`src/rtl/pixclk_divider.sv`:
```
module pixclk_divider #(
  parameter int CW = 8
) (
  input  logic       clk,
  input  logic       rst_n,
  input  logic       en_pin,
  input  logic       en_pol,
  input  logic [3:0] mod_code,
  input  logic [1:0] scale_sel,
  input  logic       div_off,
  input  logic       test_lvl,
  output logic       clk_out
);

  typedef enum logic [1:0] {S_IDLE, S_WAIT, S_RUN} st_t;
  typedef struct packed {
    st_t           st;
    logic [CW-1:0] cnt;
    logic [CW-1:0] h;
  } dv_t;

  localparam dv_t REST = '{st: S_IDLE, cnt: '0, h: CW'(4)};

  function automatic logic [CW-1:0] code_n(input logic [3:0] c);
    casez (c)
      4'b0000: code_n = CW'(3);
      4'b0001, 4'b0010: code_n = CW'(4);
      4'b0011: code_n = CW'(5);
      4'b0100: code_n = CW'(6);
      4'b0101, 4'b0110: code_n = CW'(8);
      4'b0111: code_n = CW'(10);
      4'b1?00: code_n = CW'(12);
      4'b1?01, 4'b1?10: code_n = CW'(16);
      default: code_n = CW'(20);
    endcase
  endfunction

  function automatic logic [CW-1:0] code_k2(input logic [3:0] c);
    casez (c)
      4'b0000: code_k2 = CW'(4);
      4'b0001: code_k2 = CW'(7);
      4'b0010: code_k2 = CW'(6);
      4'b0011: code_k2 = CW'(9);
      4'b0100: code_k2 = CW'(7);
      4'b0101: code_k2 = CW'(11);
      4'b0110: code_k2 = CW'(10);
      4'b0111: code_k2 = CW'(14);
      4'b1?00: code_k2 = CW'(13);
      4'b1?01: code_k2 = CW'(19);
      4'b1?10: code_k2 = CW'(18);
      default: code_k2 = CW'(24);
    endcase
  endfunction

  function automatic dv_t adv(input dv_t s, input logic act, input logic [CW-1:0] nh);
    dv_t r;
    r = s;
    case (s.st)
      S_WAIT:
        if (s.cnt == CW'(1)) begin
          r.st  = S_RUN;
          r.cnt = '0;
        end else r.cnt = s.cnt - CW'(1);
      S_RUN:
        if (s.cnt == (s.h << 1) - CW'(1)) begin
          r.cnt = '0;
          if (act) r.h = nh;
          else     r.st = S_IDLE;
        end else r.cnt = s.cnt + CW'(1);
      default: ;
    endcase
    return r;
  endfunction

  function automatic logic lvl(input dv_t s);
    return (s.st == S_RUN) ? (s.cnt >= s.h) : 1'b1;
  endfunction

  dv_t           cur, s0, s1, s2;
  logic          act, act_q, start, test;
  logic          pe, ne, o0, o1, o1_q;
  logic [CW-1:0] sc, nh, nd;

  assign act   = ~(en_pin ^ en_pol);
  assign start = act & ~act_q;
  assign test  = (scale_sel == 2'b11);
  assign sc    = (scale_sel == 2'b01) ? CW'(2) : (scale_sel == 2'b10) ? CW'(4) : CW'(1);
  assign nh    = code_n(mod_code) * sc;
  assign nd    = code_k2(mod_code) * sc;

  always_comb begin
    if (div_off || test) s0 = REST;
    else if (start)      s0 = '{st: S_WAIT, cnt: nd, h: nh};
    else                 s0 = cur;
    s1 = adv(s0, act, nh);
    s2 = adv(s1, act, nh);
    o0 = test ? test_lvl : lvl(s0);
    o1 = test ? test_lvl : lvl(s1);
  end

  always_ff @(posedge clk or negedge rst_n) begin
    if (!rst_n) begin
      cur   <= REST;
      act_q <= 1'b0;
      pe    <= 1'b1;
      o1_q  <= 1'b1;
    end else begin
      cur   <= s2;
      act_q <= act;
      pe    <= o0 ^ ne;
      o1_q  <= o1;
    end
  end

  always_ff @(negedge clk or negedge rst_n) begin
    if (!rst_n) ne <= 1'b0;
    else        ne <= o1_q ^ pe;
  end

  assign clk_out = pe ^ ne;

  p_idle_high_r6: assert property (@(posedge clk) disable iff (!rst_n)
    (cur.st == S_IDLE && !$past(test)) |-> clk_out);

  p_run_range_r3: assert property (@(posedge clk) disable iff (!rst_n)
    (cur.st == S_RUN) |-> (cur.cnt < (cur.h << 1) && cur.h >= CW'(3)));

  p_restart_wait_r4: assert property (@(posedge clk) disable iff (!rst_n)
    (start && !div_off && !test) |=> (cur.st == S_WAIT));

  p_test_level_r8: assert property (@(posedge clk) disable iff (!rst_n)
    test |=> (clk_out == $past(test_lvl) && cur.st == S_IDLE));

  p_off_high_r9: assert property (@(posedge clk) disable iff (!rst_n)
    (div_off && !test) |=> (clk_out && cur.st == S_IDLE));

endmodule

```
`config.mk`:
```
export PLATFORM = sky130hd
export DESIGN_NAME = pixclk_divider
export DESIGN_NICKNAME = d
export VERILOG_FILES = /design/src/rtl/pixclk_divider.sv
export SDC_FILE = /design/constraint.sdc
export NUM_CORES = 1
export LEC_CHECK = 0
export BUFFER_PORTS_ARGS = -buffer_cell sky130_fd_sc_hd__buf_2
export CORE_UTILIZATION = 51
export CTS_CLUSTER_SIZE = 14
export DETAILED_ROUTE_END_ITERATION = 12
export PLACE_DENSITY = 0.67
export SETUP_SLACK_MARGIN = 0.3
export SYNTH_ARGS = -nofsm -noshare
export SYNTH_HDL_FRONTEND = slang
export SYNTH_SLANG_ARGS = --single-unit
```
`constraint.sdc`:
```
create_clock -name clk -period 10.85 [get_ports clk]
set_clock_uncertainty 0.15 [all_clocks]
set_input_delay 0.5425 -clock clk [delete_from_list [all_inputs] [get_ports clk]]
set_output_delay 0.5425 -clock clk [all_outputs]
set_load 0.05 [all_outputs]
```
==> impl_metrics.yaml, run 1 <==
cts:
  htree_levels: 1
  cts_buffers: 3
  clkLatencyLatePin_ps: 280
  cts_tree: "built"
  cts_max_path_buffers: 2
  postCtsSetupRepairBufs: 0
  cts_resized: 0
  cts_hold_buf: 0
  cts.sinks: 22
  cts.clk_slew.worst_paths_ps: 90
  root_buffer: "clkbuf_8"
worst_setup_path:
  crit_path_end_kind: "output port"
  worstPathRequired_ps: 10160
  arrival_ps: 6580
  worstSetupStartpointType: "flop"
  path_class: "flop to output port"
  path_max_fanout: 2
  cp_num_cells: 2
  reg2reg_depth: 23
  cp_slowest_cell: "dfrtn_1"
  crit_buf_inv: 1
  cp_cell_sequence: "xor2_1 -> buf_2"
  critical-path-top-delay-family: "flip-flops"
  critPathMaxStageDelay_ps: 440
floorplan:
  std_cell_rows: 33
  die-area_um2: 8870
  start_util: 0.527
  die_h_um: 94.2
  die_w_um: 94.2
  core_area_um2: 8220
  boundaryPins: 13
yosys:
  synthFlopType: "dfrtp_1"
  synth_edf_count: 0
  synth_adder_area_share: 0.167
  yosys.area.top_type: "ha_1"
  synth-compound-area-share: 0.271
  async_reset_ff_frac: 1.00
  synth_area_leaders: "ha_1 13%, dfrtp_1 10%, a21oi_1 5.1%"
  syn-mean-instance-area_um2: 7.82
  synth_top_family_by_area: "compound AO/OA/AOI/OAI gates"
  postSynthCellCount: 554
  synthXorXnorAreaFrac: 0.0687
  synth_top_area_share: 0.130
  yosys_warnings: 0
  synth_commonest_cells: "45 x ha_1, 44 x a21oi_1, 42 x nor2_1"
  syn-cell-area_um2: 4330
  syn_nets: 619
  yosysUniqueCellTypes: 96
  synthSimpleGateAreaFrac: 0.260
  ys_ff_latch: 22
  yosysMostFrequentCell: "ha_1"
  synth.mux.area_fraction: 0.0390
  seq_area_frac_synth: 0.128
global_routing:
  grt_pass1_vias: 4012
  grt_usage: 0.294
  grt_max_degree: 26
  grt_pass1_wl_um: 20400
  grt-ovfl-total: 0
  grt_antenna_before_repair: 0
drt:
  drt_pass1_iterations: 5
  vias: 4233
  wl_per_cell_um: 19.2
  drt_iter0_markers: 450
  ant_nets: 0
  drt-total-wl_um: 12500
  vias_per_cell: 6.49
  drc: 0
place:
  globalplace.congestion: 0.951
  port_buffers: 12
  dp_hpwl_um: 9510
  pre_cts_ws_ps: 3540
timing:
  period_minus_slack_ps: 7270
  max_freq_ghz: 0.139
  slew-limit-headroom: 0.340
  grt_setup_unrepaired: "no"
  setup_violations: 0
  tightestPinTransition_ps: 989
  final_hold_viol_count: 0
  hold_ws_ps: 92.5
  tns_ps: 0
  worst_slack_ps: 3580
  fin_crit_sh: 0.670
  maxSlewViolCount: 0
power:
  p_per_area_nw_per_um2: 90.0
  power.leakage_nw: 2.01
  p_total_w: 0.000405
  vdd_drop_max_v: 0.0000453
cells_and_area:
  layout.nets: 613
  fill_cells: 789
  area_growth_pct: 3.84
  layout-drive-gt1-share: 0.104
  multi_input_area_um2: 3490
  postLayoutCoreUtil: 0.548
  diodes: 0
  seq_area_um2: 554
status:
  status: "complete, no violations"
run:
  cap_violations: 0
worst_hold_path:
  hold_path_class: "input pin to asynchronous set/reset pin"
stage by stage:
step	instance area [µm²]	cells
6_report	4500	652
5_1_grt	4500	652
4_1_cts	4500	652
3_5_place_dp	4430	648
3_3_place_gp	4430	648
2_1_floorplan	4330	554
per-layer routing:
metal / track usage / share of wire
met5: 0 / 0
met4: 0.0910 / 0.019
met3: 0.0380 / 0.068
met2: 0.490 / 0.48
met1: 0.391 / 0.43
cells by family after synthesis:
| kind of cell | Yosys count |
|---|---|
| AOI/OAI and AO/OA | 159 |
| xor gates and xnor gates | 34 |
| adders and majority gates | 53 |
| buffers and inverters | 69 |
| DFF | 22 |
| muxes | 16 |
| and+or+nand+nor | 201 |
where the power goes:
group	switching (W)	leakage (nW)	internal (W)	total [W]
Combinational	0.000145	1.68	0.0000796	0.000224
Clock	0.0000286	0.0357	0.0000493	0.0000780
Sequential	0.0000102	0.288	0.0000927	0.000103
flip-flops by register name, indices dropped and copies added (netlist names):
signal / cells
ne: 1
o1_q: 1
pe: 1
cur: 18
act_q: 1
cell type report:
type | count | area share
Clock inverter | 1 | 0.00667
Tap cell | 105 | 0.0292
Inverter | 42 | 0.0350
Multi-Input combinational cell | 463 | 0.777
Sequential cell | 22 | 0.123
Clock buffer | 3 | 0.00918
Timing Repair Buffer | 16 | 0.0200
cell usage in the layout (no fill, tap or decap), types with 13 or more instances in the layout:
| cell | n |
|---|---|
| nor3_1 | 13 |
| nand3_1 | 18 |
| dfrtp_1 | 18 |
| ha_1 | 45 |
| a21oi_1 | 44 |
| nand2_1 | 37 |
| nor2_1 | 42 |
| inv_1 | 40 |
| xor2_1 | 18 |
| xnor2_1 | 16 |
| o21ai_0 | 27 |
path summary, 6_finish.rpt:
path	end	slack (ps)	start
max	clk_out	3580	ne
min	cur[3]	90	rst_n
max reg2reg	cur[7]	4420	act_q
min reg2reg	cur[7]	740	cur[7]
max in group asynchronous	ne	4760	rst_n
min in group clk	o1_q	460	test_lvl
Note: power is estimated with default switching activity, not from simulation.
==> run 2, diff against run 1 <==
PLACE_DENSITY = 0.7   (was 0.67)
clock period = 6.1 ns   (was 10.85 ns; I/O delays follow)
==> impl_metrics.yaml, run 2 (synthesis results as in run 1) <==
drt:
  vias_per_cell: 6.45
  drt_pass1_iterations: 5
  ant_nets: 0
  drc: 0
  wl_per_cell_um: 19.2
  drt_iter0_markers: 481
  vias: 4543
  drt-total-wl_um: 13500
cts:
  cts_tree: "built"
  clkLatencyLatePin_ps: 270
  htree_levels: 1
  cts.clk_slew.worst_paths_ps: 80
  cts_buffers: 3
  root_buffer: "clkbuf_8"
  cts_max_path_buffers: 2
  cts.sinks: 22
cells_and_area:
  diodes: 0
  layout.nets: 665
  regMostFlops: "cur"
  multi_input_area_um2: 3810
  seq_area_um2: 554
  layout-drive-gt1-share: 0.254
  final_cell_mix: "54 x buf_4, 41 x ha_1, 40 x inv_1"
  instances_no_fill: 704
  layout_commonest_cell: "buf_4"
  largest_register_ffs: 18
  area_growth_pct: 20.7
  fill_cells: 717
power:
  vdd_drop_max_v: 0.0000696
  power.leakage_nw: 2.30
  p_per_area_nw_per_um2: 147
place:
  pre_cts_ws_ps: -82.1
  dp_hpwl_um: 10300
  globalplace.congestion: 0.988
  port_buffers: 12
  placed_cells_incl_taps: 687
floorplan:
  die_h_um: 94.2
  core_area_um2: 8220
  start_util: 0.527
  die_w_um: 94.2
  boundaryPins: 13
  std_cell_rows: 33
  die-area_um2: 8870
worst_setup_path:
  worstSetupStartpointType: "input pin"
  arrival_ps: 5740
  crit_path_end_kind: "flop"
  path_class: "input pin to flop"
  worstPathRequired_ps: 6140
  reg2reg_depth: 24
  path_max_fanout: 8
timing:
  fin_crit_sh: 0.935
  tightestPinTransition_ps: 706
  period_minus_slack_ps: 5700
  grt_setup_unrepaired: "no"
  final_hold_viol_count: 0
  max_freq_ghz: 0.175
  slew-limit-headroom: 0.530
  worst_slack_ps: 399
  maxSlewViolCount: 0
  setup_violations: 0
global_routing:
  grt-ovfl-total: 0
  grt_usage: 0.304
  grt_pass1_vias: 4244
  grt_max_degree: 25
  grt_antenna_before_repair: 0
  grt_pass1_wl_um: 21200
worst_hold_path:
  hold_path_class: "input pin to flop"
  whs_path_depth: 3
status:
  status: "complete, no violations"
run:
  cap_violations: 0
==> run 2: layout make-up <==
type | count | share of cell area
Multi-Input combinational cell | 463 | 0.729
Sequential cell | 22 | 0.106
Timing Repair Buffer | 68 | 0.0988
Inverter | 42 | 0.0301
Tap cell | 105 | 0.0251
Clock buffer | 4 | 0.0105
==> run 2: what timing repair did <==
action / in CTS / in global routing
pin swaps: 1 / 25
buffers inserted: 1 / 11
gates resized for setup: 4 / 55
hold endpoints to repair: 18 / 0
endpoints found under the setup margin: 16 / 19
hold buffers: 1 / 0
==> run 2: worst paths after layout <==
| check | to | slack [ps] | from |
|---|---|---|---|
| min in group asynchronous | cur[6] | 380 | rst_n |
| min | o1_q | 220 | test_lvl |
| max | cur[2] | 400 | mod_code[2] |
| min reg2reg | cur[7] | 700 | cur[7] |
| max reg2reg | cur[2] | 950 | act_q |
| max in group asynchronous | ne | 2140 | rst_n |
==> run 2: per-layer routing <==
metal,part of all wire,routed length (µm),GRT usage
met3,0.057,767,0.0202
met4,0.030,413,0.105
met1,0.43,5890,0.400
met5,0,0,0
met2,0.48,6480,0.521
==> run 2: critical path: stages <==
cell and delay (ps):
clkbuf_4 160, nor2_4 150, buf_12 140, a21oi_4 30, o221ai_4 180, and2_4 170
fa_1 430, ha_2 220, fa_2 630, buf_6 130, xnor2_2 110, a21oi_2 90
or4_4 450, mux2i_4 230, o2111ai_4 160, nor2_4 150, nor2_1 60, a21oi_2 190
ha_2 230, and4b_1 210, xor2_1 170, mux2i_1 110, xnor2_1 160, nor3_4 230
nand4_4 110, or2_4 330, mux2i_1 190
==> run 2: through the flow <==
step / setup TNS (ps) / instance area (µm²) / hold slack, ps / utilization / power, W
6_report: 0 / 5230 / 225 / 0.637 / 0.000768
5_1_grt: 0 / 5230 / 242 / 0.637 / 0.000816
4_1_cts: 0 / 4840 / 227 / 0.590 / 0.000716
3_5_place_dp: -348 / 4760 / 142 / 0.579 / 0.000609
3_3_place_gp: 0 / 4760 / 132 / 0.579 / 0.000602
2_1_floorplan: 0 / 4430 / -141 / - / 0.000494
==> run 2: report_power, final <==
part	internal (W)	switching [W]	total, W
Sequential	0.000165	0.0000157	0.000181
Combinational	0.000191	0.000291	0.000482
Clock	0.0000575	0.0000472	0.000105
Total	0.000414	0.000354	0.000768
